==> src/rtl/serlink_pkg.sv <==
package serlink_pkg;
  // Number of leading slots held high on the frame clock lane
  function automatic int clk_high_slots(input int slots);
    return (slots + 1) / 2;
  endfunction
endpackage

==> src/rtl/word_capture.sv <==
module word_capture #(
  parameter int WORD_W = 28
) (
  input  logic              clk,
  input  logic              rst,
  input  logic              cap_en,
  input  logic [WORD_W-1:0] d,
  output logic [WORD_W-1:0] q
);
  always_ff @(posedge clk) begin
    if (rst)         q <= '0;
    else if (cap_en) q <= d;
  end
endmodule

==> src/rtl/slot_shifter.sv <==
module slot_shifter #(
  parameter int SLOTS = 7
) (
  input  logic             clk,
  input  logic             rst,
  input  logic             load,
  input  logic [SLOTS-1:0] load_val,  // MSB is slot 0
  output logic             ser
);
  logic [SLOTS-1:0] sreg;

  always_ff @(posedge clk) begin
    if (rst)       sreg <= '0;
    else if (load) sreg <= load_val;
    else           sreg <= {sreg[SLOTS-2:0], 1'b0};
  end

  assign ser = sreg[SLOTS-1];
endmodule

==> src/rtl/lock_timer.sv <==
module lock_timer #(
  parameter int LOCK_WORDS = 4
) (
  input  logic clk,
  input  logic rst,
  input  logic pwr_n,
  input  logic tick,
  output logic enabled
);
  localparam int CNT_W = (LOCK_WORDS > 1) ? $clog2(LOCK_WORDS) : 1;
  localparam logic [CNT_W-1:0] LAST = CNT_W'(LOCK_WORDS - 1);

  logic [CNT_W-1:0] cnt;

  always_ff @(posedge clk) begin
    if (rst || !pwr_n) begin
      cnt     <= '0;
      enabled <= 1'b0;
    end else if (tick && !enabled) begin
      if (cnt == LAST) enabled <= 1'b1;
      else             cnt     <= cnt + 1'b1;
    end
  end
endmodule

==> src/rtl/lane_serializer_7to1.sv <==
module lane_serializer_7to1 #(
  parameter int LANES      = 4,
  parameter int SLOTS      = 7,
  parameter int LOCK_WORDS = 4
) (
  input  logic                     clk,
  input  logic                     rst,
  input  logic                     word_tick,
  input  logic                     pwr_n,
  input  logic [LANES*SLOTS-1:0]   word_in,
  output logic [LANES-1:0]         lane_out,
  output logic                     frame_clk,
  output logic                     lanes_oe
);
  import serlink_pkg::*;

  localparam int WORD_W = LANES * SLOTS;
  localparam int CLK_HI = clk_high_slots(SLOTS);

  logic [WORD_W-1:0]            held;
  logic [LANES-1:0][SLOTS-1:0]  lane_ld;
  logic [SLOTS-1:0]             clk_ld;
  logic [LANES-1:0]             lane_ser;
  logic                         clk_ser;

  word_capture #(.WORD_W(WORD_W)) u_cap (
    .clk    (clk),
    .rst    (rst),
    .cap_en (word_tick & pwr_n),
    .d      (word_in),
    .q      (held)
  );

  lock_timer #(.LOCK_WORDS(LOCK_WORDS)) u_lock (
    .clk     (clk),
    .rst     (rst),
    .pwr_n   (pwr_n),
    .tick    (word_tick),
    .enabled (lanes_oe)
  );

  // Slot k of a lane sits at shift position SLOTS-1-k
  for (genvar k = 0; k < SLOTS; k++) begin : g_slot
    assign clk_ld[SLOTS-1-k] = (k < CLK_HI);
    for (genvar l = 0; l < LANES; l++) begin : g_bit
      assign lane_ld[l][SLOTS-1-k] = held[l*SLOTS + k];
    end
  end

  for (genvar l = 0; l < LANES; l++) begin : g_lane
    slot_shifter #(.SLOTS(SLOTS)) u_sh (
      .clk      (clk),
      .rst      (rst),
      .load     (word_tick),
      .load_val (lane_ld[l]),
      .ser      (lane_ser[l])
    );
    assign lane_out[l] = lane_ser[l] & lanes_oe;
  end

  slot_shifter #(.SLOTS(SLOTS)) u_clk_sh (
    .clk      (clk),
    .rst      (rst),
    .load     (word_tick),
    .load_val (clk_ld),
    .ser      (clk_ser)
  );

  assign frame_clk = clk_ser & lanes_oe;
endmodule

==> config.mk <==
export PLATFORM = sky130hd
export DESIGN_NAME = lane_serializer_7to1
export DESIGN_NICKNAME = d
export VERILOG_FILES = /design/src/rtl/serlink_pkg.sv /design/src/rtl/word_capture.sv /design/src/rtl/slot_shifter.sv /design/src/rtl/lock_timer.sv /design/src/rtl/lane_serializer_7to1.sv
export SDC_FILE = /design/constraint.sdc
export NUM_CORES = 1
export LEC_CHECK = 0
export ABC_AREA = 1
export BUFFER_PORTS_ARGS = -buffer_cell sky130_fd_sc_hd__buf_2
export CAP_MARGIN = 30
export CORE_ASPECT_RATIO = 0.75
export CORE_MARGIN = 3
export CORE_UTILIZATION = 37
export DETAILED_ROUTE_END_ITERATION = 12
export PLACE_DENSITY = 0.56
export SYNTH_ARGS = -nofsm -noshare
export SYNTH_HDL_FRONTEND = slang
export SYNTH_SLANG_ARGS = --single-unit
==> constraint.sdc <==
create_clock -name clk -period 1.2 [get_ports clk]
set_clock_uncertainty 0.15 [all_clocks]
set_input_delay 0.06 -clock clk [delete_from_list [all_inputs] [get_ports clk]]
set_output_delay 0.06 -clock clk [all_outputs]
set_load 0.005 [all_outputs]
==> results of run 1 <==
## cell usage after synthesis (all sizes together)
| master | n |
|---|---|
| dfxtp | 63 |
| ha | 1 |
| nor2 | 111 |
| o21ai | 52 |
| nand2 | 10 |
| clkbuf | 3 |
| nand3 | 1 |
| a21oi | 5 |
| inv | 19 |
| nand4 | 1 |
| buf | 12 |
| nor3 | 1 |
## per-stage QoR
stage / util / hold WS (ns) / power [mW]
floorplan: - / -0.0176 / 2.53
finish: 0.539 / 0.0651 / 4.30
global placement: 0.448 / 0.159 / 2.65
global route: 0.539 / 0.0664 / 4.54
detailed placement: 0.448 / 0.171 / 2.66
CTS: 0.534 / 0.0506 / 4.36
## path summary, 6_finish.rpt
kind,endpoint,slack [ns],depth (start not counted),from
max reg2reg,u_lock.cnt[1],0.11,6,u_lock.cnt[0]
min reg2reg,g_lane[2].u_sh.sreg[0],0.28,2,u_cap.q[20]
max,frame_clk,0.03,3,u_lock.enabled
min,u_cap.q[27],0.07,5,rst
## layout make-up
type                       count  area [um^2]
fill                         538         2550
sequential                    63         1260
multi-input combinational    182          788
timing repair buffer          76          584
clock buffer                  15          176
tap                           75         93.8
inverter                      19         71.3
## metal layers
layer	share of wire	routed length, um	global-route usage	vias to the layer above
met5	0	0	0	-
met4	0.011	50	0.0720	0
met3	0.053	247	0.0639	4
met2	0.43	2000	0.227	36
met1	0.51	2390	0.197	800
li1	-	-	-	1017
## power groups by stage
stage / Clock, mW / Sequential, mW / Combinational [mW]
after detailed placement: 0 / 2.31 / 0.351
after global placement: 0 / 2.31 / 0.347
after CTS: 1.67 / 2.26 / 0.427
after floorplan: 0 / 2.30 / 0.235
final: 1.62 / 2.26 / 0.422
after global routing: 1.78 / 2.27 / 0.492
## state kept, by name (all words and copies together), names as in the netlist
| signal | flops |
|---|---|
| u_cap.q | 28 |
| u_lock.cnt | 2 |
| u_clk_sh.sreg | 4 |
| u_lock.enabled | 1 |
| g_lane.u_sh.sreg | 28 |
## cell families after synthesis
family	after synthesis	share of synthesized area
compound gates	57	0.130
simple gates	124	0.218
fa+ha+maj	1	0.00570
buf+inv	34	0.0713
flops	63	0.575
## timing repair
action | CTS | global route
endpoints found under the setup margin | 5 | 6
endpoints found under the hold margin | 35 | 0
pin swaps | 0 | 4
hold buffers | 30 | 0
resized for setup | 3 | 11
## tightest hold or removal path, stage by stage
cell	delay [ns]
buf_2	0.08
inv_1	0.05
buf_12	0.17
o21ai_0	0.08
a21oi_1	0.04
==> results.tsv, run 1 <==
metric	value	unit
fin_cells	430	
clock_sink_count	63	
final.setup.worst_slack	0.0334	ns
max-slew-margin-rel	0.705	
fp.dieH	72.7	um
crit_chain	nand2_2 > inv_2 > buf_6	
place_inst	386	
avgViaCountPerCell	4.32	
final_common_cell	nor2_1	
cp_max_fo	8	
worstPathArrival	0.96	ns
yosys.area.top_type_share	0.575	
postCtsSetupBuffers	0	
layout_common_cells	111 x nor2_1, 62 x dfxtp_1, 52 x o21ai_0	
final_max_slew_viol_count	0	
p_comb_frac	0.098	
crit_family	flip-flops	
hpwl	2900	um
groute.usage.overall	0.154	
ys_seq_area_frac	0.575	
syn-num-nets	312	
synthToLayoutAreaGrowth	35.8	%
design_area	0.00298	mm^2
placed_cell_area	0.00247	mm^2
switching_share	0.224	
ys_types	16	
io_pins	38	
first_pass_iters	4	
finalCriticalPeriod	1.17	ns
root_buffer	clkbuf_8	
yosys.area.top_type	dfxtp_1	
worst-setup-path-type	flip-flop to output pin	
yosysWarnings	0	
cp-end-kind	output pin	
clkPwrFrac	0.376	
drt-total-wl	4690	um
netlist_area	0.00219	mm^2
cts_buffer_depth	2	
dpl_worst_slack	0.0490	ns
cp_slowest_cell	dfxtp_4	
start_kind	flip-flop	
grt_pass1_vias	1782	
start_util	0.397	
period_share	0.972	
insertedDiodeCount	0	
first_iter_violations	88	
maxCapViolCount	0	
clock_latency	0.32	ns
status	complete, no violations	
slowest_delay	0.42	ns
grt_max_degree	53	
pwr-share-seq	0.526	
ant_nets	0	
crit_required	0.99	ns
place.gp.congestion	0.734	
synth.top_cells.by_area	dfxtp_1 58%, nor2_1 19%, o21ai_0 12%	
setup_viol	0	
htreeDepth	3	
cp_num_buf_inv	2	
peakVddDrop	736	uV
worstMarginPinSlew	0.442	ns
drive_above_1_share	0.203	
p_sw	963	uW
hp-class	input pin to flip-flop	
core-area	0.00553	mm^2
dieArea	0.00690	mm^2
wire_per_inst	10.9	um
internal_power	3.34	mW
overflow	0	
antenna_found_initial	0	
rsz0062_at_grt	yes	
drc	0	
synth_area_per_cell	7.86	um^2
cts_buffers	9	
fp.dieW	94.9	um
hold_violations	0	
portBuffers	37	
nets	384	
grt_pass1_wl	7970	um
fmax	857	MHz
powerDensity	1440	mW/mm^2
cts_tree	yes	
vias	1857	
p_leak	1.34	nW
cts.clk_slew.worst_paths	0.06	ns
ys_ff_latch	63	
placementRows	23	
fin_setup_tns	0	ns
synth_cells	279	
No activity file was read; power rests on OpenSTA's default activity.
==> run 2: changes to the inputs <==
CTS_CLUSTER_SIZE = 10   (was not set)
SETUP_SLACK_MARGIN = 0.1   (was not set)
==> results.tsv, run 2 (synthesis gave the netlist of run 1 again) <==
metric	value	unit	change
largestRegisters	g_lane.u_sh.sreg (28), u_cap.q (28), u_clk_sh.sreg (4)		
hp-class	input pin to flip-flop		
insertedDiodeCount	0		unchanged
fp.dieW	94.9	um	unchanged
htreeDepth	3		unchanged
status	finished, violations left		
fp.dieH	72.7	um	unchanged
cts_tree	yes		
grt_util_met2	0.236		+0.00859
met3_usage	0.0639		unchanged
place_inst	386		unchanged
design_area	0.00303	mm^2	+1.6%
vias	1876		+1.0%
worstMarginPinSlew	0.443	ns	+0.000775 ns
start_util	0.397		unchanged
use_met1	0.197		unchanged
grt_max_degree	53		unchanged
first_iter_violations	75		-15%
cts_buffers	9		unchanged
first_pass_iters	4		unchanged
groute.usage.overall	0.157		+0.00242
placed_cell_area	0.00247	mm^2	unchanged
start_kind	flip-flop		
synthToLayoutAreaGrowth	38.0	%	
grt_pass1_wl	8110	um	+1.7%
drc	0		unchanged
placementRows	23		unchanged
drive_above_1_share	0.223		+0.0206
fmax	820	MHz	-4.3%
violations	negative setup slack		
clock_sink_count	63		unchanged
max-slew-margin-rel	0.704		about the same
setup_viol	5		+5
final_max_slew_viol_count	0		unchanged
worstPathArrival	1.01	ns	+0.05 ns
overflow	0		unchanged
period_share	1.02		+0.0438
cts_buffer_depth	2		unchanged
final.setup.worst_slack	-0.0191	ns	-0.0526 ns
antenna_found_initial	0		unchanged
cp_max_fo	3		-5
crit_required	0.99	ns	about the same
peakVddDrop	723	uV	-1.7%
core-area	0.00553	mm^2	unchanged
avgViaCountPerCell	4.33		+0.32%
root_buffer	clkbuf_8		
nets	387		+0.78%
timing.hold.ws	0.0608	ns	-0.00427 ns
top_usage_layer	met2		
dieArea	0.00690	mm^2	unchanged
layout_common_cells	111 x nor2_1, 60 x dfxtp_1, 52 x o21ai_0		
cts.clk_slew.worst_paths	0.06	ns	about the same
maxCapViolCount	0		unchanged
cp-end-kind	output pin		
p_leak	1.36	nW	+1.5%
grt_pass1_vias	1808		+1.5%
drt-total-wl	4720	um	+0.68%
io_pins	38		unchanged
fin_cells	433		+0.70%
hold_violations	0		unchanged
ant_nets	0		unchanged
hpwl	2900	um	unchanged
finalCriticalPeriod	1.22	ns	+0.0526 ns
worst-setup-path-type	flip-flop to output pin		
rsz0062_at_grt	yes		
place.gp.congestion	0.734		unchanged
powerDensity	1420	mW/mm^2	-1.5%
wire_per_inst	10.9	um	about the same
final_common_cell	nor2_1		
portBuffers	37		unchanged
clock_latency	0.32	ns	about the same
==> run 2: cell count changes in the layout (fill, tap and decap cells not counted), sizes merged <==
| cell | change |
|---|---|
| buf | +3 |
==> run 2: what timing repair did <==
item / CTS / global route
hold endpoints to repair: 35 / 7
gates resized for setup: 8 / 15
setup buffers: 1 / 1
pin swaps: 0 / 6
setup endpoints to repair: 7 / 12
hold buffers: 30 / 1
cloned: 0 / 0
==> run 2: per-stage QoR <==
step | TNS (ns) | worst slack [ns] | power [mW] | util
global placement | 0 | 0.0832 | 2.65 | 0.448
floorplan | 0 | 0.158 | 2.53 | -
finish | -0.0603 | -0.0191 | 4.31 | 0.548
global route | -0.415 | -0.0750 | 4.55 | 0.548
CTS | -0.0832 | -0.0219 | 4.37 | 0.539
detailed placement | 0 | 0.0490 | 2.66 | 0.448
==> run 2: report_power, final <==
part           internal (mW)  switching, mW
clock                  0.911          0.705
sequential              2.22         0.0457
combinational          0.214          0.213
==> run 2: final timing paths <==
path | start | to | slack, ns | depth (start not counted)
worst max-delay path | u_lock.enabled | lanes_oe | -0.02 | 3
worst min register to register | u_cap.q[20] | g_lane[2].u_sh.sreg[0] | 0.28 | 2
worst max register to register | u_lock.enabled | u_lock.cnt[1] | 0.07 | 7
worst min-delay path | rst | g_lane[3].u_sh.sreg[5] | 0.06 | 5
==> run 2: layer usage <==
layer,vias up,part of all wire
li1,1021,-
met1,812,0.50
met2,37,0.43
met3,6,0.057
met4,0,0.015
met5,-,0
==> run 2: final cells by class <==
cell class              count  area, um^2
fillers                   534        2500
flip-flops and latches     63        1270
multi-input cells         182         808
repair buffers             79         608
clock buffers              15         176
well taps                  75        93.8
inverters                  19        73.8
==> run 2: critical path, cell delays in order (launching register included) <==
cell     delay [ns]
dfxtp_2        0.33
buf_4          0.13
buf_6          0.12
buf_6          0.11
